--- src/rtl/die_status_pkg.sv ---
package die_status_pkg;

  localparam int SR_W = 8;

  // bit positions inside the status word
  localparam int SB_WP    = 7;
  localparam int SB_CRDY  = 6;
  localparam int SB_ARDY  = 5;
  localparam int SB_REWR  = 3;
  localparam int SB_PFAIL = 1;
  localparam int SB_FAIL  = 0;

  typedef enum logic [2:0] {
    OP_PAGE_READ     = 3'd0,
    OP_CACHE_READ    = 3'd1,
    OP_PROGRAM       = 3'd2,
    OP_CACHE_PROGRAM = 3'd3,
    OP_ERASE         = 3'd4
  } op_kind_e;

  typedef struct packed {
    logic wp_n;
    logic array_busy;
    logic cache_busy;
    logic fail_cur;
    logic fail_prev;
    logic ecc_rewrite;
    logic ecc_uncorr;
  } engine_flags_t;

endpackage

--- src/rtl/status_assembler.sv ---
module status_assembler
  import die_status_pkg::*;
(
  input  logic [2:0]      op_kind,
  input  engine_flags_t   flags,
  output logic [SR_W-1:0] sr_word
);

  op_kind_e op;

  always_comb begin
    op      = op_kind_e'(op_kind);
    sr_word = '0;
    sr_word[SB_WP] = flags.wp_n;
    // ready bits: cache classes split the two readiness levels
    case (op)
      OP_CACHE_READ, OP_CACHE_PROGRAM: begin
        sr_word[SB_CRDY] = ~flags.cache_busy;
        sr_word[SB_ARDY] = ~flags.array_busy;
      end
      default: begin
        sr_word[SB_CRDY] = ~flags.array_busy;
        sr_word[SB_ARDY] = ~flags.array_busy;
      end
    endcase
    // result bits: meaning depends on operation class
    case (op)
      OP_PAGE_READ: begin
        sr_word[SB_REWR] = flags.ecc_rewrite;
        sr_word[SB_FAIL] = flags.ecc_uncorr;
      end
      OP_PROGRAM, OP_ERASE: begin
        sr_word[SB_FAIL] = flags.fail_cur;
      end
      OP_CACHE_PROGRAM: begin
        sr_word[SB_FAIL]  = flags.fail_cur;
        sr_word[SB_PFAIL] = flags.fail_prev;
      end
      default: ;
    endcase
  end

endmodule

--- src/rtl/status_mode_ctl.sv ---
module status_mode_ctl #(
  parameter logic [7:0] STATUS_CMD = 8'h70
) (
  input  logic       clk,
  input  logic       rst_n,
  input  logic       cmd_valid,
  input  logic [7:0] cmd_code,
  output logic       sr_mode
);

  logic mode_d;
  logic mode_q;

  always_comb begin
    mode_d = mode_q;
    if (cmd_valid) begin
      mode_d = (cmd_code == STATUS_CMD);
    end
  end

  always_ff @(posedge clk or negedge rst_n) begin
    if (!rst_n) begin
      mode_q <= 1'b0;
    end else if (cmd_valid) begin
      mode_q <= mode_d;
    end
  end

  assign sr_mode = mode_q;

endmodule

--- src/rtl/status_bus_mux.sv ---
module status_bus_mux
  import die_status_pkg::*;
#(
  parameter int DATA_W = 8
) (
  input  logic              sr_mode,
  input  logic [SR_W-1:0]   sr_word,
  input  logic [DATA_W-1:0] array_data,
  input  logic              ce_n,
  input  logic              re_n,
  output logic [DATA_W-1:0] dq_out,
  output logic              dq_oe
);

  localparam int PAD_W = DATA_W - SR_W;

  logic [DATA_W-1:0] sr_ext;
  logic              drive;

  generate
    if (PAD_W > 0) begin : g_pad
      assign sr_ext = {{PAD_W{1'b0}}, sr_word};
    end else begin : g_nopad
      assign sr_ext = sr_word[DATA_W-1:0];
    end
  endgenerate

  always_comb begin
    drive  = ~ce_n & ~re_n;
    dq_oe  = drive;
    dq_out = '0;
    if (drive) begin
      dq_out = sr_mode ? sr_ext : array_data;
    end
  end

endmodule

--- src/rtl/die_status_port.sv ---
module die_status_port
  import die_status_pkg::*;
#(
  parameter int         DATA_W     = 8,
  parameter logic [7:0] STATUS_CMD = 8'h70
) (
  input  logic              clk,
  input  logic              rst_n,
  input  logic              cmd_valid,
  input  logic [7:0]        cmd_code,
  input  logic [2:0]        op_kind,
  input  logic              array_busy,
  input  logic              cache_busy,
  input  logic              fail_cur,
  input  logic              fail_prev,
  input  logic              ecc_rewrite,
  input  logic              ecc_uncorr,
  input  logic              wp_n,
  input  logic              ce_n,
  input  logic              re_n,
  input  logic [DATA_W-1:0] array_data,
  output logic [DATA_W-1:0] dq_out,
  output logic              dq_oe,
  output logic              rb_n
);

  logic [1:0]      rst_pipe;
  logic            rst_sync_n;
  engine_flags_t   flags;
  logic [SR_W-1:0] sr_next;
  logic [SR_W-1:0] sr_q;
  logic            sr_mode;

  // asynchronous assert, synchronous release
  always_ff @(posedge clk or negedge rst_n) begin
    if (!rst_n) begin
      rst_pipe <= 2'b00;
    end else begin
      rst_pipe <= {rst_pipe[0], 1'b1};
    end
  end
  assign rst_sync_n = rst_pipe[1];

  assign flags = '{wp_n:        wp_n,
                   array_busy:  array_busy,
                   cache_busy:  cache_busy,
                   fail_cur:    fail_cur,
                   fail_prev:   fail_prev,
                   ecc_rewrite: ecc_rewrite,
                   ecc_uncorr:  ecc_uncorr};

  status_assembler u_asm (
    .op_kind (op_kind),
    .flags   (flags),
    .sr_word (sr_next)
  );

  // status word refreshed every cycle so the bus follows it live
  always_ff @(posedge clk or negedge rst_sync_n) begin
    if (!rst_sync_n) begin
      sr_q <= '0;
    end else begin
      sr_q <= sr_next;
    end
  end

  status_mode_ctl #(.STATUS_CMD(STATUS_CMD)) u_mode (
    .clk       (clk),
    .rst_n     (rst_sync_n),
    .cmd_valid (cmd_valid),
    .cmd_code  (cmd_code),
    .sr_mode   (sr_mode)
  );

  status_bus_mux #(.DATA_W(DATA_W)) u_mux (
    .sr_mode    (sr_mode),
    .sr_word    (sr_q),
    .array_data (array_data),
    .ce_n       (ce_n),
    .re_n       (re_n),
    .dq_out     (dq_out),
    .dq_oe      (dq_oe)
  );

  assign rb_n = sr_q[SB_CRDY];

endmodule

--- config.mk ---
export PLATFORM = sky130hd
export DESIGN_NAME = die_status_port
export DESIGN_NICKNAME = d
export VERILOG_FILES = /design/src/rtl/die_status_pkg.sv /design/src/rtl/status_assembler.sv /design/src/rtl/status_mode_ctl.sv /design/src/rtl/status_bus_mux.sv /design/src/rtl/die_status_port.sv
export SDC_FILE = /design/constraint.sdc
export NUM_CORES = 1
export LEC_CHECK = 0
export ABC_AREA = 1
export ABC_CLOCK_PERIOD_IN_PS = 900
export BUFFER_PORTS_ARGS = -buffer_cell sky130_fd_sc_hd__buf_2
export CORE_MARGIN = 5
export CORE_UTILIZATION = 32
export DETAILED_ROUTE_END_ITERATION = 6
export MAX_ROUTING_LAYER = met4
export PLACE_DENSITY_LB_ADDON = 0.08
export SYNTH_ARGS = -nofsm -noshare
export SYNTH_HDL_FRONTEND = slang
export SYNTH_SLANG_ARGS = --single-unit
--- constraint.sdc ---
create_clock -name clk -period 0.9 [get_ports clk]
set_input_delay 0.18 -clock clk [delete_from_list [all_inputs] [get_ports clk]]
set_output_delay 0.18 -clock clk [all_outputs]
set_load 0.05 [all_outputs]
# Word-level counts from Yosys, hierarchy flattened
# Index checks and enable logic that the tools add are counted.
dict set report op_classes {
  eq_ne 5
  mux 6
  n_bitwise 5
  n_reduce_logical 3
}
# op n
set op_table {}
lappend op_table {{8-bit two-way mux} 2}
lappend op_table {{8-bit by 7-bit == test with 1-bit output, second input constant} 1}
lappend op_table {{3-bit by 2-bit == test with 1-bit output, second input constant} 2}
lappend op_table {{1-bit NOT} 4}
lappend op_table {{3-bit by 1-bit == test with 1-bit output, second input constant} 1}
lappend op_table {{3-bit == test, second input constant} 1}
lappend op_table {{3-bit logical NOT} 1}
lappend op_table {{3-bit OR reduction} 1}
lappend op_table {{1-bit two-way mux} 2}
lappend op_table {{2-bit two-way mux} 1}
lappend op_table {{1-bit one-hot mux with 2 select lines} 1}
lappend op_table {{2-bit OR reduction} 1}
lappend op_table {{1-bit bitwise AND} 1}
dict set report word_totals {
  ff_bits 9
  in_bits 31
  out_inout_bits 10
  elab_cells 22
}

# Depth between registers and ports, before layout
dict set report depth {
  depth_word 3
  ltp_mapped 5
  ltp_nobuf 5
}

# By module
# From an unflattened synthesis, not the netlist that was laid out.
dict set report hier_totals {
  cells_unflattened 84
  hier_area_um2 615.6
}
# module instances cells_per_inst area_per_inst_um2
set by_module_without_submodules {}
lappend by_module_without_submodules {die_status_port 1 11 254.0}
lappend by_module_without_submodules {status_bus_mux 1 43 197.7}
lappend by_module_without_submodules {status_assembler 1 19 93.8}
lappend by_module_without_submodules {status_mode_ctl 1 11 70.1}

# Worst setup path after synthesis
# OpenSTA, ideal clock, no wires.
dict set report synth_timing {
  path_kind {register to output}
  startpoint {register sr_q[6]}
  endpoint {output dq_out[6]}
  t_arrival_ps 1502
  setup_slack_ps -782
  path_stages_with_launch 3
  path_buffers 0
  cell_sequence {dfrtp_1 nand2_1 a21oi_1}
}
dict set report synth_via {
  elab_chain_cells 2
}
# element line_no
set synth_lines {}
lappend synth_lines {{start: declaration} die_status_port.sv:31} ;# logic [SR_W-1:0] sr_q;
lappend synth_lines {{start signal: assignment} die_status_port.sv:63} ;# sr_q <= sr_next;
lappend synth_lines {{8-bit two-way mux} status_bus_mux.sv:33} ;# dq_out = sr_mode ? sr_ext : array_data;
lappend synth_lines {{8-bit two-way mux} status_bus_mux.sv:32} ;# if (drive) begin
lappend synth_lines {{end: declaration} die_status_port.sv:22} ;# output logic [DATA_W-1:0] dq_out,
# No other way between the ends.

# Final worst setup path
dict set report layout_timing {
  startpoint {register u_mode.mode_q, in the netlist u_mode.sr_mode}
  endpoint {output dq_out[7]}
}
dict set report layout_via {
  elab_chain_cells 2
}
# element line_no
set layout_lines {}
lappend layout_lines {{start: declaration} status_mode_ctl.sv:12} ;# logic mode_q;
lappend layout_lines {{start signal: assignment} status_mode_ctl.sv:25} ;# mode_q <= mode_d;
lappend layout_lines {{8-bit two-way mux} status_bus_mux.sv:33}
lappend layout_lines {{8-bit two-way mux} status_bus_mux.sv:32}
# No other way between the ends.

==> flow_metrics.tcl <==
set metrics [dict create \
    ys_seq_area_share_pct 48.4 \
    grt_use_total_pct 15.3 \
    grt_pass1_wl_mm 2.36 \
    cp_slowest_cell "dfrtp_2" \
    fin_nets 148 \
    syn_avg_cell_area_um2 6.95 \
    synthFlopType "dfrtp_1" \
    die_h_um 48.1 \
    root_buffer "clkbuf_4" \
    synth.most_common_cell "nand2_1" \
    synth_fa_ha_area_share_pct 0 \
    row_count 13 \
    cp-start-kind "register" \
    muxShareOfSynthArea_pct 0 \
    dp_hpwl_mm 1.11 \
    wl_met2_um 810 \
    worst_ep_required_time_ns 0.72 \
    wl_met3_um 170 \
    hold_path_class "in -> reg" \
    finalCritPeriodShare_pct 153 \
    layout_min_cycle_time_ns 1.38 \
    status "finished with violations" \
    async_flop_share_pct 100 \
    yosys.area_share.xor_xnor_pct 0 \
    die_w_um 48.1 \
    slowest_delay_ns 0.45 \
    synth_top_family_by_area "simple AND/OR/NAND/NOR gates" \
    finalWorstSetupSlack_ns -0.476 \
    grt_max_degree 8 \
    post_dp_cell_area_um2 823 \
    wl_met1_um 444 \
    routedWlPerCell_um 11.1 \
    internal-power_w 0.000756 \
    switchingPower_w 0.000310 \
    synth_top_area_cell "dfrtp_1" \
    h-tree-depth 1 \
    powerDensity_nw_per_um2 1060 \
    route.vias.total 589 \
    synth_compound_area_share_pct 7.53 \
    port_buffers 40 \
    antenna_left 0 \
    io_pins 41 \
    end_kind "primary output" \
    syn_inst 67 \
    start_util_pct 34.9 \
    synth_top_cells_by_count "26 x nand2_1, 10 x inv_1, 9 x dfrtp_1" \
    wl_mm 1.46 \
    synth_cell_types 14 \
    setup-violations-final 11 \
    yosysWarnings 0 \
    die_area_um2 2320 \
    drv_slew 0 \
    maxUsedRoutingLayer "met4" \
    cts.clk_slew.worst_paths_ns 0.05 \
    cap_violations 0 \
    fmax_mhz 727 \
    numCtsBuffers 3 \
    syn_nets 98 \
    violations "setup timing" \
    diodes 0 \
    hold_ws_ns 0.0387 \
    path_max_fanout 5 \
    vdd_drop_max_uv 1020 \
    dpl_worst_slack_ns -0.384 \
    grt_pass1_vias 645 \
    p_leak_nw 0.525 \
    clkPwrFrac_pct 27.1 \
    place_congestion 0.637 \
    core_um2 1330 \
    post-route-util_pct 75.3 \
    drc 0 \
    netlist_area_um2 465 \
    synth-simple-area-share_pct 33.3 \
    firstDrtPassIters 4 \
    fin_skew_ns 0.0000902 \
    crit_chain "inv_4 > nand2_2 > a21oi_4 > buf_6" \
    clock_path_buffers 2 \
    p_seq_share_pct 41.1 \
    syn2layout_area_growth_pct 116 \
    crit_type "reg -> out" \
    cp_data_arrival_time_ns 1.20 \
    dr.first_iter.drc_count 9 \
    cts_tree "done" \
    synth_edf_count 0 \
    layout-drive-gt1-share_pct 63.8 \
    vias_per_cell 4.50 \
    rsz0062_at_grt "yes" \
    antenna_found_initial 0 \
    overflow 0 \
    hold_viol_final 0 \
    pwr-share-comb_pct 31.8 \
    synth.area.top_cells "dfrtp_1 48%, nand2_1 21%, inv_1 8.1%" \
    yosys.area.top_type_share_pct 48.4 \
    design_area_um2 1000 \
    ys_ff_latch 9 \
    p_sw_share_pct 29.1 \
    clk_latency_ns 0.25 \
    cts.sinks 9 \
]
==> cell type report <==
| cell class | count | area [µm²] |
|---|---|---|
| clock buffer | 4 | 26.3 |
| fill | 96 | 329 |
| inverter | 11 | 47.5 |
| multi-input combinational | 46 | 317 |
| sequential | 9 | 228 |
| tap | 15 | 18.8 |
| timing repair buffer | 45 | 360 |
| timing repair inverter | 1 | 7.51 |
==> path summary, 6_finish.rpt <==
path | from | end | slack [ns] | cells after the start
max | u_mode.sr_mode | dq_out[7] | -0.48 | 4
min | wp_n | sr_q[7] | 0.04 | 1
max reg2reg | u_mode.sr_mode | u_mode.sr_mode | -0.05 | 3
min reg2reg | rst_pipe[1] | sr_q[7] | 0.10 | 0
max in group asynchronous | rst_n | rst_pipe[1] | 0.55 | 2
min in group asynchronous | rst_pipe[1] | sr_q[7] | 0.10 | 0
==> flip-flops by register name, summed over array words and instances (netlist names) <==
register and cells:
rst_pipe 2, sr_q 6, u_mode.sr_mode 1
==> through the flow <==
step / std cells / power (W) / setup TNS (ns)
after floorplan: 67 / 0.000605 / -1.89
after global placement: 124 / 0.000707 / -3.00
after detailed placement: 124 / 0.000714 / -3.30
after CTS: 131 / 0.00107 / -4.17
after global routing: 131 / 0.00114 / -4.66
final: 131 / 0.00107 / -4.09
==> placed cells by master, fill, tap and decap left out <==
cell type,n
clkbuf_1,1
buf_6,10
conb_1,1
nand4_1,1
dfrtp_2,2
nor2_4,2
or2_1,1
buf_12,1
clkbuf_4,3
buf_8,3
a21oi_4,6
inv_4,1
dlygate4sd3_1,1
buf_2,29
nand2_1,13
or2_4,1
nand2_4,1
dfrtp_1,7
nor2_1,4
o21ai_0,1
nand2_2,12
buf_16,1
inv_1,9
and3_1,1
nand3_1,2
clkinvlp_4,2
==> kinds of logic (layout without fill, tap and decap cells) <==
| family | count (synthesis) | after routing |
|---|---|---|
| and+or+nand+nor | 38 | 38 |
| buffers and inverters | 12 | 61 |
| DFF | 9 | 9 |
| AOI/OAI and AO/OA | 7 | 7 |
| other | 1 | 1 |
==> power by group through the flow <==
| stage | clock network (W) | logic, W | registers [W] |
|---|---|---|---|
| after CTS | 0.000300 | 0.000336 | 0.000438 |
| after detailed placement | 0 | 0.000271 | 0.000443 |
| after global routing | 0.000333 | 0.000362 | 0.000442 |
| after global placement | 0 | 0.000264 | 0.000443 |
| after floorplan | 0 | 0.000151 | 0.000454 |
| final | 0.000289 | 0.000339 | 0.000439 |
==> worst max-delay path: cells and delay by family, from the launching register on <==
kind / cells / cell delay, ns
compound gates: 1 / 0.15
buf+inv: 2 / 0.28
simple gates: 1 / 0.07
flops: 1 / 0.45
==> layer usage <==
metal  up-vias  track usage, %
li1        299               -
met1       257            12.8
met2        29            30.5
met3         4            2.95
met4         0            8.06
met5         -               -
==> timing repair <==
item	in CTS	in global routing
endpoints found under the hold margin	2	0
hold buffers	1	0
resized for setup	34	2
buffers inserted	0	0
cloned	2	0
pin swaps	3	1
setup endpoints to repair	10	11
(Power assumes the default switching activity.)
